==> config.mk <==
export PLATFORM = sky130hd
export DESIGN_NAME = dbg_watch_unit
export DESIGN_NICKNAME = d
export VERILOG_FILES = /design/src/rtl/dbg_watch_pkg.sv /design/src/rtl/wp_cfg_regs.sv /design/src/rtl/wp_compare.sv /design/src/rtl/dbg_watch_unit.sv
export SDC_FILE = /design/constraint.sdc
export NUM_CORES = 1
export LEC_CHECK = 0
export ABC_AREA = 0
export BUFFER_PORTS_ARGS = -buffer_cell sky130_fd_sc_hd__buf_2
export CORE_MARGIN = 5
export CORE_UTILIZATION = 45
export CTS_BUF_LIST = sky130_fd_sc_hd__clkbuf_8
export CTS_CLUSTER_SIZE = 14
export DETAILED_ROUTE_END_ITERATION = 8
export GPL_ROUTABILITY_DRIVEN = 0
export PLACE_DENSITY = 0.62
export SETUP_SLACK_MARGIN = 0.02
export SYNTH_ARGS = -nofsm -noshare
export SYNTH_HDL_FRONTEND = slang
export SYNTH_SLANG_ARGS = --single-unit
==> constraint.sdc <==
create_clock -name clk -period 3.9 [get_ports clk]
set_clock_uncertainty 0.15 [all_clocks]
set_input_delay 0 -clock clk [delete_from_list [all_inputs] [get_ports clk]]
set_output_delay 0 -clock clk [all_outputs]
set_load 0.05 [all_outputs]
==> src/rtl/dbg_watch_pkg.sv <==
package dbg_watch_pkg;
  typedef enum logic [1:0] {
    CMP_EQ = 2'd0,
    CMP_NE = 2'd1,
    CMP_LT = 2'd2,
    CMP_GT = 2'd3
  } cmp_cond_e;

  // control word layout: [3] break enable, [2] enable, [1:0] condition
  typedef struct packed {
    logic      brk_en;
    logic      en;
    cmp_cond_e cond;
  } wp_ctl_t;

  localparam int unsigned CTL_W = $bits(wp_ctl_t);
endpackage

==> src/rtl/wp_cfg_regs.sv <==
module wp_cfg_regs
  import dbg_watch_pkg::*;
#(
  parameter int unsigned N_CMP  = 8,
  parameter int unsigned DATA_W = 32,
  localparam int unsigned IDX_W = (N_CMP > 1) ? $clog2(N_CMP) : 1
) (
  input  logic                          clk,
  input  logic                          rst_n,
  input  logic                          wr_en,
  input  logic [IDX_W-1:0]              wr_idx,
  input  logic                          wr_sel,
  input  logic [DATA_W-1:0]             wr_data,
  output logic [N_CMP-1:0][DATA_W-1:0]  ref_val,
  output wp_ctl_t [N_CMP-1:0]           ref_ctl
);

  for (genvar g = 0; g < N_CMP; g++) begin : g_entry
    logic              hit_entry;
    logic              val_ld, ctl_ld;
    logic [DATA_W-1:0] val_d, val_q;
    wp_ctl_t           ctl_d, ctl_q;

    always_comb begin
      hit_entry = wr_en && (wr_idx == IDX_W'(g));
      val_ld    = hit_entry && !wr_sel;
      ctl_ld    = hit_entry &&  wr_sel;
      val_d     = val_ld ? wr_data : val_q;
      ctl_d     = ctl_ld ? wp_ctl_t'(wr_data[CTL_W-1:0]) : ctl_q;
    end

    always_ff @(posedge clk or negedge rst_n) begin
      if (!rst_n) begin
        val_q <= '0;
        ctl_q <= '0;
      end else begin
        val_q <= val_d;
        ctl_q <= ctl_d;
      end
    end

    assign ref_val[g] = val_q;
    assign ref_ctl[g] = ctl_q;


    ctl_write_chk: assert property (@(posedge clk) disable iff (!rst_n)
      (wr_en && wr_sel && wr_idx == IDX_W'(g)) |=> (ctl_q == $past(wr_data[CTL_W-1:0])));

    val_write_chk: assert property (@(posedge clk) disable iff (!rst_n)
      (wr_en && !wr_sel && wr_idx == IDX_W'(g)) |=> (val_q == $past(wr_data)));
  end

endmodule

==> src/rtl/wp_compare.sv <==
module wp_compare
  import dbg_watch_pkg::*;
#(
  parameter int unsigned DATA_W = 32
) (
  input  logic              clk,
  input  logic              rst_n,
  input  logic              qual,
  input  logic [DATA_W-1:0] operand,
  input  logic [DATA_W-1:0] ref_val,
  input  wp_ctl_t           ctl,
  output logic              hit_q,
  output logic              brk_q
);

  logic rel;
  logic hit_d, brk_d;

  always_comb begin
    unique case (ctl.cond)
      CMP_EQ:  rel = (operand == ref_val);
      CMP_NE:  rel = (operand != ref_val);
      CMP_LT:  rel = (operand <  ref_val);
      CMP_GT:  rel = (operand >  ref_val);
      default: rel = 1'b0;
    endcase
    hit_d = qual && ctl.en && rel;
    brk_d = hit_d && ctl.brk_en;
  end

  always_ff @(posedge clk or negedge rst_n) begin
    if (!rst_n) begin
      hit_q <= 1'b0;
      brk_q <= 1'b0;
    end else begin
      hit_q <= hit_d;
      brk_q <= brk_d;
    end
  end


  disabled_quiet_chk: assert property (@(posedge clk) disable iff (!rst_n)
    hit_q |-> $past(ctl.en));

  eq_cond_chk: assert property (@(posedge clk) disable iff (!rst_n)
    (hit_q && $past(ctl.cond) == CMP_EQ) |-> ($past(operand) == $past(ref_val)));

  lt_cond_chk: assert property (@(posedge clk) disable iff (!rst_n)
    (hit_q && $past(ctl.cond) == CMP_LT) |-> ($past(operand) < $past(ref_val)));

endmodule

==> src/rtl/dbg_watch_unit.sv <==
module dbg_watch_unit
  import dbg_watch_pkg::*;
#(
  parameter int unsigned N_IA   = 4,
  parameter int unsigned N_DA   = 2,
  parameter int unsigned N_DV   = 2,
  parameter int unsigned DATA_W = 32,
  localparam int unsigned N_CMP = N_IA + N_DA + N_DV,
  localparam int unsigned IDX_W = (N_CMP > 1) ? $clog2(N_CMP) : 1
) (
  input  logic              clk,
  input  logic              rst_n,
  input  logic              cfg_we,
  input  logic [IDX_W:0]    cfg_addr,
  input  logic [DATA_W-1:0] cfg_wdata,
  input  logic              if_vld,
  input  logic [DATA_W-1:0] if_addr,
  input  logic              ls_vld,
  input  logic [DATA_W-1:0] ls_addr,
  input  logic [DATA_W-1:0] ls_data,
  output logic [N_CMP-1:0]  wp_match,
  output logic              brk_req
);

  logic [N_CMP-1:0][DATA_W-1:0] ref_val;
  wp_ctl_t [N_CMP-1:0]          ref_ctl;
  logic [N_CMP-1:0]             brk_vec;

  wp_cfg_regs #(.N_CMP(N_CMP), .DATA_W(DATA_W)) u_cfg (
    .clk     (clk),
    .rst_n   (rst_n),
    .wr_en   (cfg_we),
    .wr_idx  (cfg_addr[IDX_W:1]),
    .wr_sel  (cfg_addr[0]),
    .wr_data (cfg_wdata),
    .ref_val (ref_val),
    .ref_ctl (ref_ctl)
  );

  for (genvar g = 0; g < N_CMP; g++) begin : g_cmp
    logic              qual;
    logic [DATA_W-1:0] operand;

    if (g < N_IA) begin : g_ia
      assign qual    = if_vld;
      assign operand = if_addr;
    end else if (g < N_IA + N_DA) begin : g_da
      assign qual    = ls_vld;
      assign operand = ls_addr;
    end else begin : g_dv
      assign qual    = ls_vld;
      assign operand = ls_data;
    end

    wp_compare #(.DATA_W(DATA_W)) u_cmp (
      .clk     (clk),
      .rst_n   (rst_n),
      .qual    (qual),
      .operand (operand),
      .ref_val (ref_val[g]),
      .ctl     (ref_ctl[g]),
      .hit_q   (wp_match[g]),
      .brk_q   (brk_vec[g])
    );
  end

  assign brk_req = |brk_vec;


  ifetch_qual_chk: assert property (@(posedge clk) disable iff (!rst_n)
    (|wp_match[N_IA-1:0]) |-> $past(if_vld));

  ldst_qual_chk: assert property (@(posedge clk) disable iff (!rst_n)
    (|wp_match[N_CMP-1:N_IA]) |-> $past(ls_vld));

  brk_needs_match_chk: assert property (@(posedge clk) disable iff (!rst_n)
    brk_req |-> (|wp_match));

endmodule

Word-level counts from Yosys, hierarchy flattened
Index checks and enable logic that the tools add are counted.
W data, S select, Z words.
{"block": "totals", "ff_bits": 304, "output_inout_bits": 9}
{"block": "op_classes", "n_lt_le_gt_ge": 16, "n_eq_ne": 47, "n_mux": 8, "n_reduce_logical": 59}
{"cell": "$eq A32 B32 Y1", "n": 8}
{"cell": "$gt A32 B32 Y1", "n": 8}
{"cell": "$lt A32 B32 Y1", "n": 8}
{"cell": "$ne A32 B32 Y1", "n": 8}
{"cell": "$logic_and A1 B1 Y1", "n": 48}
{"cell": "$eq A2 B2 Y1 const B", "n": 16}
{"cell": "$pmux W1 S4", "n": 8}
{"cell": "$eq A2 B1 Y1 const B", "n": 8}
{"cell": "$logic_not A2 Y1", "n": 8}
{"cell": "$eq A3 B3 Y1 const B", "n": 4}
{"cell": "$reduce_or A8 Y1", "n": 1}
{"cell": "$eq A3 B2 Y1 const B", "n": 2}
{"cell": "$eq A3 B1 Y1 const B", "n": 1}
{"cell": "$logic_not A3 Y1", "n": 1}
{"cell": "$logic_not A1 Y1", "n": 1}

Logic depth before layout (Yosys ltp)
Gate-level depths: netlist of run 1.
{"block": "depth", "ltp_word": 4, "ltp_mapped": 8}

Modules after synthesis
Synthesis of run 1 repeated with hierarchy kept, for this count alone.
{"block": "hier_totals", "cells_unflattened": 1620, "area_unflattened_um2": 18412.7}
{"module": "wp_cfg_regs", "n_inst": 1, "cells_per_inst": 633, "area_per_inst_um2": 11109.4, "seq_area_each_um2": 7206.9}
{"module": "wp_compare", "n_inst": 8, "cells_per_inst": 123, "area_per_inst_um2": 910.9, "seq_area_each_um2": 50.0}
{"module": "dbg_watch_unit", "n_inst": 1, "cells_per_inst": 3, "area_per_inst_um2": 16.3, "seq_area_each_um2": 0.0}

Worst setup path after synthesis of run 1
No wires, ideal clock.
{"block": "synth_path", "kind": "register -> register", "start": "register u_cfg.g_entry[4].val_q[30]", "end": "register g_cmp[4].u_cmp.brk_q", "setup_time_ps": 122, "t_arrival_ps": 1829, "t_required_ps": 3628, "slack_ps": 1800, "stages_incl_launch_ff": 9, "path_buffers": 0, "cell_sequence": "dfrtp_1 inv_1 ha_1 nand4_1 nor4_2 a21bo_1 a31oi_1 a21oi_1 a32o_1"}
{"block": "synth_between", "elab_chain_len": 4}
{"element": "from (decl)", "line": "wp_cfg_regs.sv:21", "rtl": "logic [DATA_W-1:0] val_d, val_q;"}
{"element": "from (signal assigned)", "line": "wp_cfg_regs.sv:37", "rtl": "val_q <= val_d;"}
{"element": "$gt A32 B32 Y1 (tied with other cells)", "line": "wp_compare.sv:24", "rtl": "CMP_GT: rel = (operand > ref_val);"}
{"element": "$pmux W1 S4 *", "line": "wp_compare.sv:20", "rtl": "unique case (ctl.cond)"}
{"element": "$logic_and A1 B1 Y1 *", "line": "wp_compare.sv:27", "rtl": "hit_d = qual && ctl.en && rel;"}
{"element": "$logic_and A1 B1 Y1 *", "line": "wp_compare.sv:28", "rtl": "brk_d = hit_d && ctl.brk_en;"}
{"element": "named net g_cmp[4].u_cmp.brk_d", "line": "wp_compare.sv:17", "rtl": "logic hit_d, brk_d;"}
{"element": "to (signal assigned)", "line": "wp_compare.sv:37", "rtl": "brk_q <= brk_d;"}
{"element": "to (decl)", "line": "wp_compare.sv:13", "rtl": "output logic brk_q"}
Mark *: on every way through the listed nets, which the timed path passes. The rest lies on a longest branch.
A chain may end at the register's enable or synchronous reset.

Worst setup path after layout of run 1
{"block": "layout_path", "start": "register u_cfg.g_entry[7].val_q[19]", "end": "register g_cmp[7].u_cmp.hit_q"}
{"block": "layout_between", "elab_chain_len": 3}
{"element": "from (decl)", "line": "wp_cfg_regs.sv:21"}
{"element": "from (signal assigned)", "line": "wp_cfg_regs.sv:37"}
{"element": "$gt A32 B32 Y1 (tied with other cells)", "line": "wp_compare.sv:24"}
{"element": "$pmux W1 S4 *", "line": "wp_compare.sv:20"}
{"element": "$logic_and A1 B1 Y1 *", "line": "wp_compare.sv:27"}
{"element": "named net g_cmp[7].u_cmp.hit_d", "line": "wp_compare.sv:17"}
{"element": "to (signal assigned)", "line": "wp_compare.sv:36", "rtl": "hit_q <= hit_d;"}
{"element": "to (decl)", "line": "wp_compare.sv:12", "rtl": "output logic hit_q,"}
Marks and branches as above.

==> results.toml, run 1 <==
[timing]
finalSetupViolCount = 0
fmax_mhz = 292
worst_pin_slew_ns = 0.949
drv_slew = 0
relSlewSlack_pct = 36.7
timing.final.crit_share_pct = 87.7
worst_slack_ns = 0.479
finalCriticalPeriod_ns = 3.42
tns_ns = 0
rsz0062_at_grt = "false"
hold_violations = 0

[cts]
clk_pin_slew_worst_paths_ns = 0.07
numCtsBuffers = 53
cts.htree.levels = 2
clock_path_buffers = 3
worstSkewPairLatency_ns = 0.62
ctsResizeCount = 0
cts_tree = "yes"
post-cts-setup-buffer-count = 0
cts_sinks = 304
cts-root-buf = "clkbuf_8"

[drt]
drt_wl_total_um = 47000
dr.pass1.iters = 5
drtIter0Drc = 630
vias = 13900
remaining_drc_errors = 0
ant_nets = 0
wl_per_cell_um = 18.1
routed_via_density = 5.35

[worst_setup_path]
cp_top_family = "buffers and inverters"
path_cells = "inv_1, ha_1, nand4_1, dlygate4sd3_1, nor4_2, nand2_1, dlygate4sd3_1, a32o_1, dlygate4sd3_1"
worstSetupEndpointType = "flip-flop"
cp_max_fo = 4
crit_buf_inv = 4
cp.required_ns = 4.25
crit_path_top_delay_cell = "dlygate4sd3_1"
setup.worst_path.start_class = "flip-flop"
worstPathArrival_ns = 3.77
crit_type = "flip-flop to flip-flop"
slowest_delay_ns = 0.58
r2r_slack_ns = 0.48
path_common_cell = "dlygate4sd3_1"

[layout]
design_area_um2 = 21000
areaGrowthSynthToFinish_pct = 16.4
final_cells = 2589
nets = 2419
drive_gt1_share_pct = 19.9

[floorplan]
fp.dieH_um = 210
io_pins = 146
core_area_um2 = 39700
rows = 73
die_area_um2 = 44200
die_w_um = 210
initial_core_util_pct = 45.4

[synth]
syn_inst = 1806
synth_ff_type = "dfrtp_1"
synthTopCellsByArea = "dfrtp_1, ha_1, mux2_2"
ys_async_sr_fraction_pct = 100
synth_cell_types = 59
synthesis.nets = 2199
synth_top_cell_by_area = "dfrtp_1"
syn_area_um2 = 18000
synth_edf_count = 0
ys_seq_area_share_pct = 42.1
yosys.area.top_type_share_pct = 42.1
synth_seq_cells = 304
ys_warn_count = 0
yosysMostFrequentCell = "dfrtp_1"
synthTopCellsByCount = "dfrtp_1, inv_1, ha_1, nand2_1, o21ai_0"
avgSynthCellArea_um2 = 9.99

[global_routing]
grt_max_degree = 116
antenna_found_initial = 4
grt_first_pass_wirelength_um = 75200
overflow = 0
grt.total_usage_pct = 21.4
grt_pass1_vias = 14100

[power_and_ir_drop]
p_int_uw = 6740
p_per_area_nw_per_um2 = 478
vdd_drop_max_uv = 182
p_seq_share_pct = 41.6
pwr-share-comb_pct = 29.6
p_sw_uw = 3300
p_leak_uw = 0.0102
pwr-share-clk_pct = 28.8
switching_share_pct = 32.8

[placement]
hpwlAfterDp_um = 35000
port_buffers = 145
dp.cells = 2435
post_dp_cell_area_um2 = 19400
post-place-ws_ns = 1.41

[status]
status = "finished, final reports clean"

[flow_run]
cap_violations = 0

[worst_hold_path]
hold_class = "primary input to flip-flop"
==> flip-flops by register name, indices dropped and copies added, names as in the netlist <==
signal               flops
u_cfg.ref_ctl           32
u_cfg.g_entry.val_q    256
g_cmp.u_cmp.brk_q        8
g_cmp.u_cmp.hit_q        8
==> logic make-up after synthesis <==
kind of cell               after synthesis  share of synthesized area (%)
and+or+nand+nor                        416                           11.6
AOI/OAI and AO/OA                      359                           11.8
buffers and inverters                  310                           6.66
DFF                                    304                           42.1
adders and majority gates              256                           17.7
muxes                                  161                           10.0
==> worst min-delay path, stage by stage <==
cell	delay [ns]
buf_2	0.12
ha_1	0.25
nand4_1	0.07
nor4_1	0.09
nand2_1	0.10
a32o_1	0.16
==> cells in the final DEF (no fill, tap or decap), types with 5 or more instances in the layout <==
| cell type | Yosys | layout |
|---|---|---|
| dfrtp_1 | 304 | 304 |
| inv_1 | 258 | 274 |
| ha_1 | 256 | 256 |
| nand2_1 | 204 | 204 |
| o21ai_0 | 157 | 157 |
| mux2_2 | 156 | 156 |
| buf_2 | 7 | 144 |
| a21oi_1 | 106 | 106 |
| clkbuf_8 | 0 | 69 |
| dlygate4sd3_1 | 0 | 61 |
| nand4_1 | 57 | 57 |
| nor2_1 | 39 | 36 |
| nand3_1 | 32 | 32 |
| nand2b_1 | 13 | 13 |
| a21o_1 | 12 | 12 |
| o211ai_1 | 11 | 11 |
| a32o_1 | 10 | 10 |
| nor3_1 | 9 | 9 |
| nor4_1 | 9 | 9 |
| a221oi_1 | 8 | 8 |
| nor2b_1 | 8 | 8 |
| buf_4 | 8 | 8 |
| a21boi_0 | 7 | 7 |
| and3_1 | 8 | 7 |
| nor4_2 | 6 | 6 |
| a2111oi_0 | 6 | 6 |
| nor3b_1 | 6 | 6 |
| or3_1 | 5 | 5 |
| o21a_1 | 5 | 5 |
| a21bo_1 | 5 | 5 |
| a31oi_1 | 5 | 5 |
| a211oi_1 | 5 | 5 |
| mux2_1 | 5 | 5 |
==> through the flow <==
step | power, uW | utilization [%] | hold WS [ns]
floorplan | 6240 | - | -0.446
global placement | 6990 | 48.7 | 0.00293
detailed placement | 7140 | 48.7 | 0.00846
CTS | 10100 | 52.9 | 0.00567
global route | 10800 | 52.9 | 0.0662
finish | 10000 | 52.9 | 0.0575
==> repair_timing <==
action                     in CTS  in global routing
hold endpoints to repair      608                  0
setup endpoints to repair       0                  0
hold buffers                   61                  0
==> routing by layer <==
metal  GRT usage (%)  wire length, um  vias to the layer above
li1                -                -                     6747
met1            28.5            21300                     6715
met2            35.4            22000                      287
met3            3.54             2200                      103
met4            7.67             1440                        4
met5               0               25                        -
==> power by group through the flow <==
stage / Combinational (uW) / Sequential, uW / Clock, uW
2_1_floorplan: 2100 / 4130 / 0
3_3_place_gp: 2780 / 4200 / 0
3_5_place_dp: 2910 / 4230 / 0
4_1_cts: 2990 / 4170 / 2980
5_1_grt: 3430 / 4260 / 3110
6_report: 2970 / 4170 / 2890
==> worst paths after layout <==
kind / startpoint / to / cells after the start
max reg2reg: u_cfg.g_entry[7].val_q[19] / g_cmp[7].u_cmp.hit_q / 9
min in group asynchronous: rst_n / u_cfg.g_entry[6].val_q[11] / 3
min: ls_addr[1] / g_cmp[4].u_cmp.hit_q / 6
min reg2reg: u_cfg.g_entry[0].val_q[7] / u_cfg.g_entry[0].val_q[7] / 1
max in group asynchronous: rst_n / u_cfg.g_entry[0].val_q[28] / 4
max: u_cfg.g_entry[7].val_q[19] / g_cmp[7].u_cmp.hit_q / 9
==> final cells by class <==
class / instances / area [um^2]
fill: 3639 / 18700
antenna: 3 / 7.51
timing repair buffer: 217 / 1470
clock buffer: 69 / 950
tap: 525 / 657
multi-input combinational: 1192 / 9260
clock inverter: 21 / 87.6
sequential: 304 / 7610
inverter: 258 / 968
(Power assumes the default switching activity.)
==> run 2: changes to the inputs <==
CORE_ASPECT_RATIO = 0.7   (was not set)
==> run 2 against run 1 <==
  * Register-to-register slack gained 0.49 ns
  * Final cell count shrank 0.15%
  * Largest cell class unchanged
  * Wire length grew 3.3%
  * Flip-flop and latch count is the same
  * Critical path depth is the same
  * Core utilization shrank 0.34 points
  * Die area grew 0.14%
  * Highest routed layer unchanged
  * Worst hold slack gained 0.0033 ns
==> results.toml, run 2 (synthesized netlist as in run 1, its figures left out) <==
[layout]
areaGrowthSynthToFinish_pct = 15.5
nets = 2409
regMostFlops = "u_cfg.g_entry.val_q"
n_fill_cell = 3674
final_common_cell = "dfrtp_1"
largest_reg_flops = 256
layout_common_cells = "dfrtp_1, inv_1, ha_1, nand2_1, o21ai_0"
antenna_cells = 0
drive_gt1_share_pct = 19.7
design_area_um2 = 20900
fin_util_pct = 52.5

[worst_hold_path]
hold_depth = 6
hold_class = "primary input to flip-flop"
hold_path_end = "g_cmp[7].u_cmp.hit_q"
min-delay-start = "ls_data[18]"

[placement]
hpwlAfterDp_um = 36300
post_dp_cell_area_um2 = 19400
port_buffers = 145

[cts]
cts_tree = "yes"
post-cts-setup-buffer-count = 0
worstSkewPairLatency_ns = 0.60
ctsResizeCount = 0
cts.htree.levels = 2
cts-root-buf = "clkbuf_8"
clk_pin_slew_worst_paths_ns = 0.06
clock_path_buffers = 3
numCtsBuffers = 52
cts_hold_buf = 50
cts_sinks = 304

[global_routing]
antenna_found_initial = 5
grt_pass1_vias = 14000
overflow = 0
grt_first_pass_wirelength_um = 77300
grt_max_degree = 89
grt.total_usage_pct = 21.9

[drt]
wl_per_cell_um = 18.8
dr.pass1.iters = 7
routed_via_density = 5.37
drt_wl_total_um = 48500
ant_nets = 0
vias = 13900
drtIter0Drc = 824
remaining_drc_errors = 0

[timing]
worst_pin_slew_ns = 1.02
fmax_mhz = 341
timing.final.crit_share_pct = 75.2
drv_slew = 0
tns_ns = 0
relSlewSlack_pct = 31.6
rsz0062_at_grt = "false"
finalCriticalPeriod_ns = 2.93
finalSetupViolCount = 0
hold_violations = 0

[floorplan]
core_area_um2 = 39700
initial_core_util_pct = 45.5
die_w_um = 249
fp.dieH_um = 178
io_pins = 146
die_area_um2 = 44300
rows = 61

[status]
status = "finished, final reports clean"

[worst_setup_path]
r2r_cells = 9
slowest_delay_ns = 0.57
cp_max_fo = 4
setup.worst_path.start_class = "flip-flop"
r2r_end = "g_cmp[5].u_cmp.hit_q"
crit_type = "flip-flop to flip-flop"
cp.required_ns = 4.28
crit_buf_inv = 2
worstSetupEndpointType = "flip-flop"
r2r_slack_ns = 0.97
worstPathArrival_ns = 3.32
crit_path_top_delay_cell = "dlygate4sd3_1"
reg2reg_from = "u_cfg.g_entry[5].val_q[13]"
cp_top_family = "simple AND/OR/NAND/NOR gates"
path_cells = "inv_1, ha_1, nand4_2, nor4_2, nand2_2, or2_0, a22o_1, o32ai_2, dlygate4sd3_1"

[power_and_ir_drop]
p_leak_uw = 0.0101
p_per_area_nw_per_um2 = 475
vdd_drop_max_uv = 255

[flow_run]
cap_violations = 0
[run 2: cell count changes in the layout (fill, tap and decap cells not counted), sizes merged, moves of 2 or more]
cell	change
buf	+3
clkbuf	-7
clkinv	-2
diode	-3
dlygate4sd3	-12
inv	+8
[run 2: worst min-delay path: cells and delay by family]
family | cells | cell delay [ns]
compound gates | 1 | 0.20
fa+ha+maj | 1 | 0.24
buf+inv | 1 | 0.10
simple gates | 3 | 0.22
[run 2: power by group]
part / switching (uW) / internal [uW] / total, uW
Clock: 1320 / 1420 / 2740
Sequential: 308 / 3870 / 4180
Combinational: 1700 / 1290 / 2990
[run 2: layer usage]
layer	track usage [%]	part of all wire [%]	wire, um	up-vias
li1	-	-	-	6725
met1	32.3	50	24100	6781
met2	34.2	43	21100	276
met3	3.72	4.9	2390	85
met4	4.80	1.9	912	8
met5	0	0.093	45	-
[run 2: final cells by class]
cell class / instances / area, um^2 / share of cell area, %
Clock inverter: 26 / 100 / 0.480
Sequential cell: 304 / 7610 / 36.5
Tap cell: 535 / 669 / 3.21
Multi-Input combinational cell: 1192 / 9260 / 44.4
Timing Repair Buffer: 208 / 1390 / 6.66
Clock buffer: 62 / 853 / 4.09
Inverter: 258 / 968 / 4.64
[run 2: how the worst max path moves through the flow]
stage / slack, ns / from / endpoint / depth (start not counted)
after floorplan: 1.80 / u_cfg.g_entry[4].val_q[30] / g_cmp[4].u_cmp.brk_q / 8
after global placement: 1.53 / u_cfg.g_entry[3].val_q[23] / g_cmp[3].u_cmp.hit_q / 8
after detailed placement: 1.46 / u_cfg.g_entry[4].val_q[30] / g_cmp[4].u_cmp.hit_q / 8
after CTS: 0.97 / u_cfg.g_entry[5].val_q[13] / g_cmp[5].u_cmp.hit_q / 9
after global routing: 0.86 / u_cfg.g_entry[5].val_q[14] / g_cmp[5].u_cmp.hit_q / 9
final: 0.97 / u_cfg.g_entry[5].val_q[13] / g_cmp[5].u_cmp.hit_q / 9
[run 2: stage by stage]
stage / hold WS, ns / instances / setup WS [ns] / power, uW
after CTS: 0.0174 / 2585 / 0.968 / 10000
final: 0.0608 / 2585 / 0.966 / 9910
after global placement: 0.0225 / 2447 / 1.53 / 7000
after floorplan: -0.446 / 1806 / 1.80 / 6240
after global routing: 0.0709 / 2585 / 0.860 / 10600
after detailed placement: 0.0216 / 2447 / 1.46 / 7160
